[src/rtl/wdog_pkg.sv]
package wdog_pkg;
    localparam int CTRL_W  = 8;
    localparam int PS_W    = 3;
    localparam int WIN_CYC = 4;
    localparam int WIN_W   = 3;
    localparam int BIT_TOE = 4;
    localparam int BIT_EN  = 3;

    typedef struct packed {
        logic             en;
        logic [WIN_W-1:0] win;
        logic [PS_W-1:0]  ps;
    } ctrl_st_t;
endpackage

[src/rtl/wdog_ctrl_reg.sv]
module wdog_ctrl_reg
    import wdog_pkg::*;
(
    input  logic              clk,
    input  logic              rst_n,
    input  logic              wr_en,
    input  logic [CTRL_W-1:0] wr_data,
    output logic              en_o,
    output logic [PS_W-1:0]   ps_nx_o,
    output logic              load_o,
    output logic [CTRL_W-1:0] rd_data_o
);
    ctrl_st_t st_d, st_q;
    logic     unlock;
    logic     win_open;

    // next-state computation
    always_comb begin
        st_d     = st_q;
        unlock   = wr_en & wr_data[BIT_TOE] & wr_data[BIT_EN];
        win_open = (st_q.win != '0);
        if (unlock)
            st_d.win = WIN_W'(WIN_CYC);
        else if (win_open)
            st_d.win = st_q.win - 1'b1;
        if (wr_en) begin
            st_d.ps = wr_data[PS_W-1:0];
            if (wr_data[BIT_EN])
                st_d.en = 1'b1;
            else if (win_open)
                st_d.en = 1'b0;
        end
        load_o = wr_en & ((wr_data[BIT_EN] & ~st_q.en) |
                          (st_q.en & (st_d.ps != st_q.ps)));
        ps_nx_o = st_d.ps;
        en_o    = st_q.en;
        rd_data_o                = '0;
        rd_data_o[BIT_TOE]       = win_open;
        rd_data_o[BIT_EN]        = st_q.en;
        rd_data_o[PS_W-1:0]      = st_q.ps;
    end

    always_ff @(posedge clk) begin
        if (!rst_n)
            st_q <= '0;
        else
            st_q <= st_d;
    end

    p_en_set_r2: assert property (@(posedge clk) disable iff (!rst_n)
        (wr_en && wr_data[BIT_EN]) |=> st_q.en);

    p_en_sticky_r3: assert property (@(posedge clk) disable iff (!rst_n)
        (wr_en && !wr_data[BIT_EN] && st_q.win == '0 && st_q.en) |=> st_q.en);

    p_toe_expire_r4: assert property (@(posedge clk) disable iff (!rst_n)
        (st_q.win == WIN_W'(1) && !(wr_en && wr_data[BIT_TOE] && wr_data[BIT_EN]))
        |=> (rd_data_o[BIT_TOE] == 1'b0));

    p_disable_r5: assert property (@(posedge clk) disable iff (!rst_n)
        (wr_en && !wr_data[BIT_EN] && st_q.win != '0) |=> !st_q.en);

    p_no_unlock_r6: assert property (@(posedge clk) disable iff (!rst_n)
        (wr_en && wr_data[BIT_TOE] && !wr_data[BIT_EN] && st_q.win == '0)
        |=> (rd_data_o[BIT_TOE] == 1'b0));
endmodule

[src/rtl/wdog_period.sv]
module wdog_period #(
    parameter int CW   = 22,
    parameter int BASE = 14,
    parameter int PS_W = 3
) (
    input  logic [PS_W-1:0] ps_i,
    output logic [CW-1:0]   period_o
);
    localparam int N = 1 << PS_W;

    logic [CW-1:0] cand [N];

    for (genvar i = 0; i < N; i++) begin : g_sel
        localparam logic [CW-1:0] PER = CW'(1) << (BASE + i);
        assign cand[i] = (ps_i == PS_W'(i)) ? PER : '0;
    end

    always_comb begin
        period_o = '0;
        for (int i = 0; i < N; i++)
            period_o = period_o | cand[i];
    end
endmodule

[src/rtl/wdog_counter.sv]
module wdog_counter #(
    parameter int CW = 22
) (
    input  logic          clk,
    input  logic          rst_n,
    input  logic          en_i,
    input  logic          load_i,
    input  logic          kick_i,
    input  logic          tick_i,
    input  logic [CW-1:0] period_i,
    output logic          rst_req_o
);
    typedef struct packed {
        logic [CW-1:0] cnt;
        logic          req;
    } cnt_st_t;

    cnt_st_t st_d, st_q;

    always_comb begin
        st_d     = st_q;
        st_d.req = 1'b0;
        if (!en_i || load_i || kick_i) begin
            st_d.cnt = period_i;
        end else if (tick_i) begin
            if (st_q.cnt == CW'(1)) begin
                st_d.req = 1'b1;
                st_d.cnt = period_i;
            end else begin
                st_d.cnt = st_q.cnt - 1'b1;
            end
        end
    end

    always_ff @(posedge clk) begin
        if (!rst_n)
            st_q <= '0;
        else
            st_q <= st_d;
    end

    assign rst_req_o = st_q.req;

    p_pulse_r7: assert property (@(posedge clk) disable iff (!rst_n)
        rst_req_o |=> !rst_req_o);

    p_kick_r8: assert property (@(posedge clk) disable iff (!rst_n)
        kick_i |=> !rst_req_o);

    p_load_r9: assert property (@(posedge clk) disable iff (!rst_n)
        load_i |=> (st_q.cnt == $past(period_i)));

    p_idle_r10: assert property (@(posedge clk) disable iff (!rst_n)
        !en_i |=> !rst_req_o);
endmodule

[src/rtl/wdog_guard.sv]
module wdog_guard
    import wdog_pkg::*;
#(
    parameter int BASE_LOG2 = 14
) (
    input  logic              clk,
    input  logic              rst_n,
    input  logic              tick,
    input  logic              wr_en,
    input  logic [CTRL_W-1:0] wr_data,
    output logic [CTRL_W-1:0] rd_data,
    input  logic              kick,
    output logic              rst_req
);
    localparam int CW = BASE_LOG2 + (1 << PS_W);

    logic            en;
    logic            load;
    logic [PS_W-1:0] ps_nx;
    logic [CW-1:0]   period;

    wdog_ctrl_reg u_ctrl (
        .clk       (clk),
        .rst_n     (rst_n),
        .wr_en     (wr_en),
        .wr_data   (wr_data),
        .en_o      (en),
        .ps_nx_o   (ps_nx),
        .load_o    (load),
        .rd_data_o (rd_data)
    );

    wdog_period #(.CW(CW), .BASE(BASE_LOG2), .PS_W(PS_W)) u_period (
        .ps_i     (ps_nx),
        .period_o (period)
    );

    wdog_counter #(.CW(CW)) u_cnt (
        .clk       (clk),
        .rst_n     (rst_n),
        .en_i      (en),
        .load_i    (load),
        .kick_i    (kick),
        .tick_i    (tick),
        .period_i  (period),
        .rst_req_o (rst_req)
    );
endmodule

[config.mk]
export PLATFORM = sky130hd
export DESIGN_NAME = wdog_guard
export DESIGN_NICKNAME = d
export VERILOG_FILES = /design/src/rtl/wdog_pkg.sv /design/src/rtl/wdog_ctrl_reg.sv /design/src/rtl/wdog_period.sv /design/src/rtl/wdog_counter.sv /design/src/rtl/wdog_guard.sv
export SDC_FILE = /design/constraint.sdc
export NUM_CORES = 1
export LEC_CHECK = 0
export BUFFER_PORTS_ARGS = -buffer_cell sky130_fd_sc_hd__buf_4
export CORE_MARGIN = 2
export CORE_UTILIZATION = 45
export CTS_CLUSTER_DIAMETER = 40
export DETAILED_ROUTE_END_ITERATION = 10
export HOLD_SLACK_MARGIN = 0.12
export PLACE_DENSITY = 0.7
export SYNTH_ARGS = -nofsm -noshare
export SYNTH_HDL_FRONTEND = slang
export SYNTH_HIERARCHICAL = 1
export SYNTH_SLANG_ARGS = --single-unit
export TNS_END_PERCENT = 10
[constraint.sdc]
create_clock -name clk -period 3.9 [get_ports clk]
set_input_delay 0.975 -clock clk [delete_from_list [all_inputs] [get_ports clk]]
set_output_delay 0.975 -clock clk [all_outputs]
set_load 0.05 [all_outputs]
# == Word level (Yosys, flattened, before mapping) ==
# Cells that the tools add are included.
# classes
n_addsub,2
mul,0
div_mod_pow,0
order_cmp,0
n_eq_ne,9
shift,0
mux,17
n_bitwise,16
reduce_logical,11
# ops
operator,count
bitwise OR 22 bit,7
two-way mux 22 bit,3
two-way mux 23 bit,1
equality test 22 x 1 -> 1 bit (second input constant),1
subtractor 22 x 1 -> 22 bit (second input constant),1
two-way mux 21 bit,1
two-way mux 20 bit,1
two-way mux 19 bit,1
two-way mux 18 bit,1
two-way mux 17 bit,1
two-way mux 16 bit,1
two-way mux 15 bit,1
equality test 3 bit (second input constant),4
two-way mux 3 bit,3
equality test 3 x 2 -> 1 bit (second input constant),2
nonzero test 2 bit,3
AND 1 bit,5
equality test 3 x 1 -> 1 bit (second input constant),1
logical NOT 3 bit,1
two-way mux 1 bit,3
!= test 3 bit,1
inverter 1 bit,3
nonzero test 3 bit,1
OR reduction 3 bit,1
6 further kinds,7
# totals
regBits,30
latch_bits,0
ramBits,0
rom_bits,0
inputBits,13
out_inout_bits,9
wordCells,61
n_memories,0

# == Logic depth before layout (Yosys ltp) ==
# logic_depth
word_depth,13
depth_mapped,9
ltp_nobuf,8

# == By module ==
# Netlist, hierarchy kept.
# modules_own_cells
mod,instances,cells_per_inst,area_each_um2,seq_area_each_um2
wdog_counter,1,189,1507.7,460.4
wdog_ctrl_reg,1,54,478.0,140.1
wdog_period,1,23,173.9,0.0

# == Worst setup path after synthesis ==
# OpenSTA, ideal clock, no wires.
# synth_path
path_kind,input port to flip-flop
from,input port wr_data[0]
to,register u_cnt/st_q[15] (netlist name)
setup_ns,0.118
t_arrival_ns,2.572
required_time_ns,3.782
path_slack_ns,1.211
cell_stages,8
n_path_buf,1
cell_sequence,xor2_1 nor3_1 a21oi_1 or3b_2 clkbuf_1 nor3_1 nand3_1 o2111a_1
# synth_between
word_cells_on_any_way,20
classes_between,1 x eq/ne; 5 x mux; 10 x bitwise; 4 x reduce/logical
# synth_rtl
item,line_no,text
from (decl),wdog_guard.sv:10,"input logic [CTRL_W-1:0] wr_data,"
two-way mux 3 bit *,wdog_ctrl_reg.sv:26,if (wr_en) begin
!= test 3 bit *,wdog_ctrl_reg.sv:34,(st_q.en & (st_d.ps != st_q.ps)));
AND 1 bit *,wdog_ctrl_reg.sv:34,
bitwise OR 1 bit *,wdog_ctrl_reg.sv:33,load_o = wr_en & ((wr_data[BIT_EN] & ~st_q.en) |
AND 1 bit *,wdog_ctrl_reg.sv:33,
named net load,wdog_guard.sv:18,logic load;
logical OR 1 bit * (2 in series),wdog_counter.sv:23,if (!en_i || load_i || kick_i) begin
two-way mux 22 bit / nonzero test 2 bit (equally long branches),-,
to (signal assigned),wdog_counter.sv:39,st_q <= st_d;
to (decl),wdog_counter.sv:18,"cnt_st_t st_d, st_q;"
# Mark *: on every way through the listed nets, which the timed path passes. The rest lies on a longest branch. The select of a mux whose other input is x is not followed.
# A chain may end at the register's enable or synchronous reset.

# == Worst setup path after layout ==
# layout_path
from,input port wr_data[0]
to,register u_cnt/st_q[10] (netlist name)
# The elaborated chain is that of the path after synthesis.

==> results.cfg <==
[outcome]
status = finished, final reports clean

[clock_tree]
cts_tree = built
clk_path_buf_depth = 2
clockRootBuffer = clkbuf_8
hold_buffers = 0
h-tree-depth = 2
post_cts_buffers = 0
clk_pin_slew_worst_paths_ps = 70
worstSkewPairLatency_ps = 290
cts_buffers = 5
ctsResizeCount = 0
cts_sinks = 30

[placement]
portBuffers = 15
post-dp-hpwl_um = 3104
gp_congestion = 0.7975

[global_routing]
grt_pass1_vias = 1741
overflow = 0
grtUsageTotal = 0.1919
antenna_found_initial = 0
grt_max_degree = 31
grt_pass1_wl_um = 8024

[setup_path]
crit_fanout = 13
crit_path_start_kind = input port
required_ps = 4100
critPathKind = input port to register
crit_chain = buf_4 -> xor2_1 -> nor3_1 -> a21oi_1 -> or3b_2 -> a21oi_2 -> buf_4 -> o21ai_0 -> a311oi_1
crit_path_frequent_cell = buf_4
cp_top_family = simple AND/OR/NAND/NOR gates
slowest_delay_ps = 640
end_kind = register
timing.critical_path.buf_inv = 2
slowest_stage = or3b_2
worstPathArrival_ps = 3040

[synthesis]
synth_area_per_cell_um2 = 8.119
synth_area_um2 = 2160
synthArstFlopShare = 0
postSynth.topFlopCell = dfxtp_1
syn_inst = 266
synth-warning-count = 6
synth-seq-area-share = 0.2781
synthTopCellsByArea = dfxtp_1 (28%), buf_4 (8.7%), o21ai_0 (6.5%)
synth_seq_cells = 30
synth.top_cell.area_share = 0.2781
netlist-cell-type-count = 55
yosysTopAreaCell = dfxtp_1
synth_edf_count = 0

[floorplanning]
coreArea_um2 = 4661
pin_count = 22
die_h_um = 73.28
dieArea_um2 = 5369
start_util = 0.4634
die_w_um = 73.28
rows = 25

[timing]
finalSetupViolations = 0
slew_headroom = 0.6153
min_period_ps = 2839
finalHoldViolations = 0
rsz0062_at_grt = no
worstMarginPinSlew_ps = 574.9
fin_tns_setup_ps = 0
clock_skew_ps = 7.465
period_share = 0.7280
slew_viol_final = 0
fmax_mhz = 352.2

[worst_hold_path]
hold_path_class = register to register

[detailed_routing]
detail-route-antenna-nets = 0
wl_um = 4610
firstDrtPassIters = 4
initialDrtViolationCount = 110
vias = 1851
vias_per_cell = 5.713
drc = 0
wire_per_inst_um = 14.23

[layout]
drive_gt1_frac = 0.1667
regArea_um2 = 600.6
fill_cells = 478
finalNetCount = 287
syn2layout_area_growth_pct = 4.635
diodes = 0
multi_input_area_um2 = 1339
postLayoutCoreUtil = 0.4848

[power]
p_leak_uw = 0.0009201
irDropWorstVdd_v = 0.0002212
pwr_density_cell_nw_per_um2 = 401.1

[flow_run]
maxCapViolCount = 0
Yosys cell counts, drive strengths merged (2+ instances only):
library cell / n
buf: 29
nand3b: 2
nor3: 13
o221ai: 4
and2: 3
xnor2: 2
a211oi: 3
conb: 2
and3b: 3
nor4: 10
or3: 2
nor2: 14
o21ai: 29
mux2i: 2
mux2: 3
nor3b: 5
nand2: 16
a21boi: 3
inv: 8
a311oi: 4
ha: 5
o21a: 7
and3: 3
nand4: 7
xor2: 7
dfxtp: 30
o211a: 2
a21oi: 16
nand3: 11
or2: 3
clkbuf: 7
sequential cells by signal (all words and copies together), names as in the netlist:
register and count:
u_cnt/st_q 22, u_ctrl/rd_data_o 3, u_cnt/rst_req_o 1, u_ctrl/en_o 1, u_ctrl/st_q 3
worst min-delay path, delay by kind of cell, from the launching register on:
kind | cells | cell delay, ps
compound gates | 1 | 60
flops | 1 | 330
simple gates | 1 | 70
power by group:
group          leakage [uW]  switching, uW  internal (uW)
clock             0.0000482            120            142
sequential         0.000248           31.4            337
combinational      0.000624            170            106
per-stage QoR:
| step | power (uW) | std cells | hold slack, ps | cell area (um^2) | setup slack [ps] |
|---|---|---|---|---|---|
| 2_1_floorplan | 620.6 | 281 | 458.5 | 2216 | 1211 |
| 3_3_place_gp | 643.4 | 316 | 473.5 | 2168 | 809.3 |
| 3_5_place_dp | 650.8 | 316 | 487.2 | 2168 | 755.9 |
| 4_1_cts | 913.7 | 324 | 501.5 | 2260 | 1076 |
| 5_1_grt | 962.3 | 324 | 535.4 | 2260 | 926.8 |
| 6_report | 906.2 | 324 | 494.9 | 2260 | 1061 |
cell usage in the layout, fill, tap and decap left out, types with 4 or more instances in the layout:
master,netlist,final
inv_1,8,8
a311oi_1,4,4
nor3_1,13,13
buf_4,25,17
clkbuf_8,0,6
nand2_1,16,16
dfxtp_1,30,30
o21a_1,7,7
o21ai_0,28,28
nor2_1,13,13
ha_1,5,5
nand4_1,6,6
nand3_1,11,11
conb_1,2,17
o221ai_1,4,4
nor3b_1,5,4
nor4_1,6,6
xor2_1,7,7
a21oi_1,15,15
cell families after synthesis:
kind of cell | synth area share
adders and majority gates | 0.02897
muxes | 0.03013
DFF | 0.2781
xor gates and xnor gates | 0.03650
other | 0.003478
AOI/OAI and AO/OA | 0.2219
and+or+nand+nor | 0.2706
buffers and inverters | 0.1304
metal layers:
layer	track usage	part of all wire	up-vias	wire length (um)
met5	0	0	-	0
met4	0.08025	0.016	0	72
met3	0.03978	0.051	7	236
met2	0.3173	0.47	50	2172
met1	0.2416	0.46	861	2130
li1	-	-	933	-
path summary, 6_finish.rpt:
path / start / end / slack, ps / cells past startpoint
setup reg to reg: u_ctrl/rd_data_o[0] / u_cnt/st_q[10] / 1500 / 8
hold / removal: u_ctrl/st_q[4] / u_ctrl/st_q[4] / 490 / 2
hold reg to reg: u_ctrl/st_q[4] / u_ctrl/st_q[4] / 490 / 2
setup / recovery: wr_data[0] / u_cnt/st_q[10] / 1060 / 9
area by class of cell:
type | count | area share
multi-input combinational | 206 | 0.5925
sequential | 30 | 0.2658
timing repair buffer | 17 | 0.05648
clock buffer | 7 | 0.03821
tap | 54 | 0.02990
inverter | 9 | 0.01495
clock inverter | 1 | 0.002215
Note: power is estimated with default switching activity, not from simulation.
